$ cat config.mk
export PLATFORM = sky130hd
export DESIGN_NAME = seg_xlate_top
export DESIGN_NICKNAME = d
export VERILOG_FILES = /design/src/rtl/seg_xlate_pkg.sv /design/src/rtl/seg_xlate_addr_gen.sv /design/src/rtl/seg_xlate_entry_check.sv /design/src/rtl/seg_xlate_ctrl.sv /design/src/rtl/seg_xlate_top.sv
export SDC_FILE = /design/constraint.sdc
export NUM_CORES = 1
export LEC_CHECK = 0
export CAP_MARGIN = 0
export CORE_MARGIN = 2
export CORE_UTILIZATION = 40
export CTS_BUF_LIST = sky130_fd_sc_hd__clkbuf_16
export CTS_CLUSTER_SIZE = 30
export DETAILED_ROUTE_END_ITERATION = 12
export DONT_BUFFER_PORTS = 1
export PLACE_DENSITY = 0.51
export SLEW_MARGIN = 20
export SYNTH_ARGS = -nofsm -noshare
export SYNTH_HDL_FRONTEND = slang
export SYNTH_SLANG_ARGS = --single-unit
$ cat constraint.sdc
create_clock -name clk -period 3.3 [get_ports clk]
set_input_delay 0.33 -clock clk [delete_from_list [all_inputs] [get_ports clk]]
set_output_delay 0.33 -clock clk [all_outputs]
set_load 0.02 [all_outputs]
$ cat src/rtl/seg_xlate_pkg.sv
package seg_xlate_pkg;

  typedef enum logic [2:0] {
    CAUSE_NONE      = 3'd0,
    CAUSE_SEG_RANGE = 3'd1,
    CAUSE_INVALID   = 3'd2,
    CAUSE_BOUNDS    = 3'd3,
    CAUSE_PERM      = 3'd4
  } cause_e;

  typedef enum logic [1:0] {
    ACC_READ  = 2'd0,
    ACC_WRITE = 2'd1,
    ACC_EXEC  = 2'd2,
    ACC_RSVD  = 2'd3
  } acc_e;

  typedef enum logic [1:0] {
    ST_IDLE  = 2'd0,
    ST_ISSUE = 2'd1,
    ST_WAIT  = 2'd2,
    ST_RESP  = 2'd3
  } state_e;

endpackage

$ cat src/rtl/seg_xlate_addr_gen.sv
module seg_xlate_addr_gen #(
  parameter int SEG_W      = 4,
  parameter int PA_W       = 24,
  parameter int ENT_STRIDE = 4
) (
  input  logic [PA_W-1:0]  tbl_base,
  input  logic [SEG_W-1:0] seg,
  output logic [PA_W-1:0]  fetch_addr
);

  localparam bit IS_POW2 = (ENT_STRIDE > 0) && ((ENT_STRIDE & (ENT_STRIDE - 1)) == 0);
  localparam int SHIFT   = (ENT_STRIDE > 1) ? $clog2(ENT_STRIDE) : 0;

  logic [PA_W-1:0] seg_ext;
  logic [PA_W-1:0] scaled;

  assign seg_ext = PA_W'(seg);

  generate
    if (IS_POW2) begin : g_shift
      assign scaled = seg_ext << SHIFT;
    end else begin : g_mult
      assign scaled = seg_ext * PA_W'(ENT_STRIDE);
    end
  endgenerate

  assign fetch_addr = tbl_base + scaled;

endmodule

$ cat src/rtl/seg_xlate_entry_check.sv
module seg_xlate_entry_check
  import seg_xlate_pkg::*;
#(
  parameter int OFF_W = 12,
  parameter int PA_W  = 24,
  localparam int LIM_W = OFF_W + 1,
  localparam int ENT_W = PA_W + LIM_W + 4
) (
  input  logic [ENT_W-1:0] entry,
  input  logic [OFF_W-1:0] off,
  input  logic [1:0]       acc,
  output cause_e           cause,
  output logic [PA_W-1:0]  paddr
);

  localparam int LIM_LSB = PA_W;
  localparam int X_BIT   = PA_W + LIM_W;
  localparam int W_BIT   = X_BIT + 1;
  localparam int R_BIT   = X_BIT + 2;
  localparam int V_BIT   = X_BIT + 3;

  logic [PA_W-1:0]  seg_base;
  logic [LIM_W-1:0] seg_limit;
  logic             ok_valid;
  logic             ok_bounds;
  logic             ok_perm;

  assign seg_base  = entry[PA_W-1:0];
  assign seg_limit = entry[LIM_LSB +: LIM_W];
  assign ok_valid  = entry[V_BIT];
  assign ok_bounds = ({1'b0, off} < seg_limit);

  always_comb begin
    unique case (acc_e'(acc))
      ACC_READ:  ok_perm = entry[R_BIT];
      ACC_WRITE: ok_perm = entry[W_BIT];
      ACC_EXEC:  ok_perm = entry[X_BIT];
      default:   ok_perm = 1'b0;
    endcase
  end

  always_comb begin
    if (!ok_valid) begin
      cause = CAUSE_INVALID;
    end else if (!ok_bounds) begin
      cause = CAUSE_BOUNDS;
    end else if (!ok_perm) begin
      cause = CAUSE_PERM;
    end else begin
      cause = CAUSE_NONE;
    end
  end

  assign paddr = seg_base + PA_W'(off);

endmodule

$ cat src/rtl/seg_xlate_ctrl.sv
module seg_xlate_ctrl
  import seg_xlate_pkg::*;
#(
  parameter int SEG_W = 4,
  parameter int OFF_W = 12,
  parameter int PA_W  = 24
) (
  input  logic             clk,
  input  logic             rst_n,
  input  logic             req_valid,
  output logic             req_ready,
  input  logic [SEG_W-1:0] req_seg,
  input  logic [OFF_W-1:0] req_off,
  input  logic [1:0]       req_acc,
  input  logic [SEG_W:0]   cfg_tbl_len,
  output logic             rd_strobe,
  input  logic             rd_done,
  input  cause_e           chk_cause,
  input  logic [PA_W-1:0]  chk_paddr,
  output logic [SEG_W-1:0] seg_q,
  output logic [OFF_W-1:0] off_q,
  output logic [1:0]       acc_q,
  output logic             rsp_valid,
  input  logic             rsp_ready,
  output cause_e           cause_q,
  output logic [PA_W-1:0]  paddr_q
);

  state_e          state_q, state_d;
  logic            accept;
  logic            seg_legal;
  logic            cap_en;
  logic            res_en;
  cause_e          cause_d;
  logic [PA_W-1:0] paddr_d;

  assign accept    = req_valid && (state_q == ST_IDLE);
  assign seg_legal = ({1'b0, req_seg} < cfg_tbl_len);
  assign cap_en    = accept;

  always_comb begin
    state_d = state_q;
    res_en  = 1'b0;
    cause_d = cause_q;
    paddr_d = paddr_q;
    unique case (state_q)
      ST_IDLE: begin
        if (req_valid) begin
          if (seg_legal) begin
            state_d = ST_ISSUE;
          end else begin
            state_d = ST_RESP;
            res_en  = 1'b1;
            cause_d = CAUSE_SEG_RANGE;
            paddr_d = '0;
          end
        end
      end
      ST_ISSUE: state_d = ST_WAIT;
      ST_WAIT: begin
        if (rd_done) begin
          state_d = ST_RESP;
          res_en  = 1'b1;
          cause_d = chk_cause;
          paddr_d = (chk_cause == CAUSE_NONE) ? chk_paddr : '0;
        end
      end
      ST_RESP: begin
        if (rsp_ready) state_d = ST_IDLE;
      end
      default: state_d = ST_IDLE;
    endcase
  end

  always_ff @(posedge clk or negedge rst_n) begin
    if (!rst_n) begin
      state_q <= ST_IDLE;
    end else begin
      state_q <= state_d;
    end
  end

  always_ff @(posedge clk or negedge rst_n) begin
    if (!rst_n) begin
      seg_q <= '0;
      off_q <= '0;
      acc_q <= '0;
    end else if (cap_en) begin
      seg_q <= req_seg;
      off_q <= req_off;
      acc_q <= req_acc;
    end
  end

  always_ff @(posedge clk or negedge rst_n) begin
    if (!rst_n) begin
      cause_q <= CAUSE_NONE;
      paddr_q <= '0;
    end else if (res_en) begin
      cause_q <= cause_d;
      paddr_q <= paddr_d;
    end
  end

  assign req_ready = (state_q == ST_IDLE);
  assign rd_strobe = (state_q == ST_ISSUE);
  assign rsp_valid = (state_q == ST_RESP);

endmodule

$ cat src/rtl/seg_xlate_top.sv
module seg_xlate_top
  import seg_xlate_pkg::*;
#(
  parameter int SEG_W      = 4,
  parameter int OFF_W      = 12,
  parameter int PA_W       = 24,
  parameter int ENT_STRIDE = 4,
  localparam int ENT_W     = PA_W + OFF_W + 5
) (
  input  logic             clk,
  input  logic             rst_n,
  input  logic             req_valid,
  output logic             req_ready,
  input  logic [SEG_W-1:0] req_seg,
  input  logic [OFF_W-1:0] req_off,
  input  logic [1:0]       req_acc,
  input  logic [PA_W-1:0]  cfg_tbl_base,
  input  logic [SEG_W:0]   cfg_tbl_len,
  output logic             mem_rd_en,
  output logic [PA_W-1:0]  mem_rd_addr,
  input  logic             mem_rd_valid,
  input  logic [ENT_W-1:0] mem_rd_data,
  output logic             rsp_valid,
  input  logic             rsp_ready,
  output logic             rsp_fault,
  output logic [2:0]       rsp_cause,
  output logic [PA_W-1:0]  rsp_paddr
);

  logic [SEG_W-1:0] seg_q;
  logic [OFF_W-1:0] off_q;
  logic [1:0]       acc_q;
  cause_e           chk_cause;
  logic [PA_W-1:0]  chk_paddr;
  cause_e           cause_q;
  logic [PA_W-1:0]  paddr_q;

  seg_xlate_ctrl #(
    .SEG_W (SEG_W),
    .OFF_W (OFF_W),
    .PA_W  (PA_W)
  ) ctrl_i (
    .clk         (clk),
    .rst_n       (rst_n),
    .req_valid   (req_valid),
    .req_ready   (req_ready),
    .req_seg     (req_seg),
    .req_off     (req_off),
    .req_acc     (req_acc),
    .cfg_tbl_len (cfg_tbl_len),
    .rd_strobe   (mem_rd_en),
    .rd_done     (mem_rd_valid),
    .chk_cause   (chk_cause),
    .chk_paddr   (chk_paddr),
    .seg_q       (seg_q),
    .off_q       (off_q),
    .acc_q       (acc_q),
    .rsp_valid   (rsp_valid),
    .rsp_ready   (rsp_ready),
    .cause_q     (cause_q),
    .paddr_q     (paddr_q)
  );

  seg_xlate_addr_gen #(
    .SEG_W      (SEG_W),
    .PA_W       (PA_W),
    .ENT_STRIDE (ENT_STRIDE)
  ) addr_i (
    .tbl_base   (cfg_tbl_base),
    .seg        (seg_q),
    .fetch_addr (mem_rd_addr)
  );

  seg_xlate_entry_check #(
    .OFF_W (OFF_W),
    .PA_W  (PA_W)
  ) check_i (
    .entry (mem_rd_data),
    .off   (off_q),
    .acc   (acc_q),
    .cause (chk_cause),
    .paddr (chk_paddr)
  );

  assign rsp_cause = cause_q;
  assign rsp_fault = (cause_q != CAUSE_NONE);
  assign rsp_paddr = paddr_q;

endmodule

# Word-level counts from Yosys, hierarchy flattened
# Index checks and enable logic that the tools add are counted.
dict set report totals {
  reg_bits 47
  in_bits 93
  word_cells 49
}
dict set report classes {
  addsub 2
  n_lt_le_gt_ge 2
  eq_ne 9
  mux 22
  n_reduce_logical 8
}
# cell count
set op_table {}
lappend op_table {{$mux W24} 4}
lappend op_table {{$pmux W24 S2} 1}
lappend op_table {{$add A24 B12 Y24} 1}
lappend op_table {{$add A24 B6 Y24} 1}
lappend op_table {{$mux W3} 6}
lappend op_table {{$lt A12 B13 Y1} 1}
lappend op_table {{$mux W2} 4}
lappend op_table {{$pmux W2 S4} 1}
lappend op_table {{$eq A2 B2 Y1 const B} 3}
lappend op_table {{$ne A2 B2 Y1 const B} 3}
lappend op_table {{$pmux W3 S2} 1}
lappend op_table {{$lt A4 B5 Y1} 1}
lappend op_table {{$reduce_and A5 Y1} 1}
lappend op_table {{$eq A2 B1 Y1 const B} 2}
lappend op_table {{$logic_not A2 Y1} 2}
lappend op_table {{$logic_not A3 Y1} 1}
lappend op_table {{$mux W1} 3}
lappend op_table {{$pmux W1 S3} 1}
lappend op_table {{$reduce_and A3 Y1} 1}
lappend op_table {{$reduce_bool A3 Y1} 1}
lappend op_table {{$ne A2 B1 Y1 const B} 1}
lappend op_table {{$pmux W1 S2} 1}
lappend op_table {{$reduce_bool A2 Y1} 1}
lappend op_table {{$logic_and A1 B1 Y1} 1}

# Logic depth before layout (Yosys ltp)
dict set report logic_depth {
  word_depth 9
  mapped_depth 9
  mapped_depth_nobuf 9
}

# Cells and area by module
# Synthesis repeated with hierarchy kept, for this count alone.
dict set report hier_totals {
  cells_unflattened 401
  area_unflattened_um2 3793.6
}
# mod n_inst cells_each area_per_inst_um2 seq_area_each_um2
set by_module_without_submodules {}
lappend by_module_without_submodules {seg_xlate_ctrl 1 184 2175.8 1176.1}
lappend by_module_without_submodules {seg_xlate_entry_check 1 146 1079.8 0.0}
lappend by_module_without_submodules {seg_xlate_addr_gen 1 70 531.8 0.0}
lappend by_module_without_submodules {seg_xlate_top 1 1 6.3 0.0}

# Worst setup path after synthesis
# No wires, ideal clock.
dict set report synth_path {
  path_kind {in2out}
  start {input port cfg_tbl_base[2]}
  end {output port mem_rd_addr[18]}
  arrival_time_ns 1.980
  t_required_ns 2.970
  setup_slack_ns 0.990
  stages 9
  n_path_buf 0
  path_cell_list {ha_1 -> inv_1 -> fa_1 -> nor2b_1 -> o21a_1 -> o211ai_1 -> nor2_1 -> nand4_1 -> xnor2_1}
}
dict set report synth_via {
  elab_chain_cells 1
}
# item line_no
set synth_lines {}
lappend synth_lines {{from (decl)} seg_xlate_top.sv:17} ;# input logic [PA_W-1:0] cfg_tbl_base,
lappend synth_lines {{$add A24 B6 Y24} seg_xlate_addr_gen.sv:27} ;# assign fetch_addr = tbl_base + scaled;
lappend synth_lines {{to (decl)} seg_xlate_top.sv:20} ;# output logic [PA_W-1:0] mem_rd_addr,
# Every way passes these cells.

# Worst setup path in the final report
dict set report layout_path {
  start {register ctrl_i.seg_q[2]}
  end {output port mem_rd_addr[23]}
}
dict set report layout_via {
  elab_chain_cells 1
}
# item line_no
set layout_lines {}
lappend layout_lines {{from (decl)} seg_xlate_ctrl.sv:20} ;# output logic [SEG_W-1:0] seg_q,
lappend layout_lines {{from (signal assigned)} seg_xlate_ctrl.sv:89} ;# seg_q <= req_seg;
lappend layout_lines {{$add A24 B6 Y24} seg_xlate_addr_gen.sv:27}
# Every way passes these cells.

==> results_dict.tcl <==
set metrics [dict create \
    drive_above_1_share 0.0942 \
    syn_inst 358 \
    initial_core_util 0.405 \
    grt_pass1_wl_um 13500 \
    grt_max_degree 48 \
    numCtsBuffers 5 \
    synth_top_cell_by_area "dfrtp_1" \
    worstPathMaxFanout 5 \
    slew_viol_final 0 \
    vias 2652 \
    grt_use_total 0.174 \
    yosysSeqAreaShare 0.338 \
    fin_crit_ns 2.88 \
    async_flop_share 1.00 \
    coreArea_sq_um 8590 \
    drc 0 \
    placed_area_sq_um 3570 \
    fin_cells 469 \
    ant_nets 0 \
    wl_per_cell_um 17.3 \
    tightestPinTransition_ns 0.791 \
    place_congestion 0.769 \
    root_buffer "clkbuf_16" \
    fin_skew_ns 0.00396 \
    fmax_mhz 347 \
    drtPass1Iterations 4 \
    ys.flop_type "dfrtp_1" \
    post_cts_resized 0 \
    cts_tree "done" \
    area_delta_synth_final_pct 8.49 \
    cts_buffer_depth 2 \
    cp.required_ns 2.97 \
    antennaDiodeCount 0 \
    cp_slowest_stage_delay_ns 0.41 \
    synth.net_count 487 \
    dp_hpwl_um 6520 \
    grt_pass1_vias 2730 \
    yosysUniqueCellTypes 48 \
    syn-mean-instance-area_sq_um 9.71 \
    antenna_found_initial 0 \
    crit_chain "ha_1 > nand3_1 > o22ai_1 > nand3b_1 > nor2b_1 > nand3_1 > xnor2_1" \
    die_w_um 97.2 \
    power.density_nw_per_um2 854 \
    final_cell_area_sq_um 3770 \
    pin_count 148 \
    clock-sinks 47 \
    gr-total-overflow 0 \
    relSlewSlack 0.472 \
    critical_path_arrival_ns 2.55 \
    die_y_um 97.2 \
    rsz0062_at_grt "no" \
    finalPower_mw 3.22 \
    synth-edff-count 0 \
    tns_ns 0 \
    finalNetCount 489 \
    r2r_setup_slack_ns 0.82 \
    portBuffers 0 \
    ys_top_cells_by_area "dfrtp_1, ha_1, xnor2_1, mux2_2, a22o_1" \
    die_area_sq_um 9450 \
    vias_per_cell 5.65 \
    synth_top_area_frac 0.338 \
    dp_slack_ns 0.706 \
    clock_latency_ns 0.29 \
    dp_cells 459 \
    setup_viol 0 \
    path_clk_slew_ns 0.07 \
    cp_top_family "simple AND/OR/NAND/NOR gates" \
    leakagePower_nw 1.72 \
    h-tree-depth 2 \
    hold_viol 0 \
    max-vdd-ir-drop_v 0.000407 \
    final_core_util 0.439 \
    ys.warnings.count 0 \
    post-route-period-util 0.873 \
    hp-class "in -> reg" \
    slowest_stage "xnor2_1" \
    crit_buf_inv 0 \
    ys_seq_elements 47 \
    final.setup.worst_slack_ns 0.419 \
    rows 34 \
    cts_setup_buffers 0 \
    cap_violations 0 \
    drtIter0Drc 88 \
    crit_type "reg -> out" \
    wirelength_um 8130 \
    crit_path_frequent_cell "nand3_1" \
    hold_buffers 2 \
    hold_ws_ns 0.188 \
    netlist_area_sq_um 3480 \
    critPathCaptureType "primary output" \
    worstSetupStartpointType "register" \
    outcome "finished, final reports clean" \
]
flip-flops by register name, summed over array words and instances (netlist names):
name	count
ctrl_i.paddr_q	24
ctrl_i.off_q	12
ctrl_i.seg_q	4
ctrl_i.cause_q	3
ctrl_i.acc_q	2
ctrl_i.state_q	2
cells in the mapped netlist (3+ instances only):
library cell	instances
clkbuf_1	5
nand2_1	26
nand4_1	6
nor2b_1	7
a22o_1	23
o21a_1	3
a21oi_1	23
dfrtp_1	47
xor2_1	15
xnor2_1	26
ha_1	34
and3_1	7
nand3b_1	3
o21ai_1	3
and4_1	3
o21ai_0	11
nor2_1	11
mux2_2	18
a211oi_1	3
o211ai_1	7
inv_1	28
nand3_1	14
or3_1	3
power by group:
group	switching (mW)	leakage [nW]	total, mW	internal (mW)
Combinational	0.961	1.03	1.62	0.661
Sequential	0.256	0.607	1.03	0.772
Clock	0.217	0.0812	0.570	0.354
worst register-to-register path, stage by stage (launching register included):
cell and delay (ns):
dfrtp_1 0.42, ha_1 0.38, a21oi_1 0.37, nand2_1 0.11, a41oi_1 0.53, a21oi_1 0.18, xor2_1 0.18, a22o_1 0.20
metal layers:
metal  GRT usage  share of wire
met1       0.208           0.42
met2       0.308           0.49
met3      0.0554          0.087
met4      0.0353          0.010
met5           0              0
worst paths after layout:
path | depth (start not counted) | endpoint | startpoint
setup / recovery | 7 | mem_rd_addr[23] | ctrl_i.seg_q[2]$_DFFE_PN0P_
hold / removal | 1 | ctrl_i.off_q[10]$_DFFE_PN0P_ | req_off[10]
setup reg to reg | 7 | ctrl_i.paddr_q[21]$_DFFE_PN0P_ | ctrl_i.off_q[11]$_DFFE_PN0P_
hold reg to reg | 1 | ctrl_i.seg_q[0]$_DFFE_PN0P_ | ctrl_i.seg_q[0]$_DFFE_PN0P_
max in group asynchronous | 2 | ctrl_i.paddr_q[6]$_DFFE_PN0P_ | rst_n
min in group asynchronous | 2 | ctrl_i.acc_q[0]$_DFFE_PN0P_ | rst_n
layout by cell type, fill, tap and decap left out, types with 5 or more instances in the layout:
cell	synthesis	routed
inv_1	28	28
xnor2_1	26	26
a22o_1	23	23
a21oi_1	23	23
o211ai_1	7	7
and3_1	7	7
nor2b_1	7	7
xor2_1	15	15
mux2_2	18	18
ha_1	34	34
nand3_1	14	14
nand2_1	26	26
clkbuf_16	0	5
nor2_1	11	11
dfrtp_1	47	47
o21ai_0	11	11
nand4_1	6	6
cells by family after synthesis:
group / share of synthesized area
flip-flops: 0.338
AND/OR/NAND/NOR: 0.134
AO/OA/AOI/OAI: 0.183
adder cells (fa/ha/maj): 0.134
XOR/XNOR: 0.103
multiplexers: 0.0612
buffers and inverters: 0.0464
cell type report:
cell class | instances | area, sq um
clock buffers | 5 | 125
fillers | 850 | 4820
well taps | 108 | 135
flip-flops and latches | 47 | 1180
repair buffers | 4 | 52.6
inverters | 28 | 105
clock inverters | 3 | 38.8
multi-input cells | 274 | 2140
No activity file was read; power rests on OpenSTA's default activity.
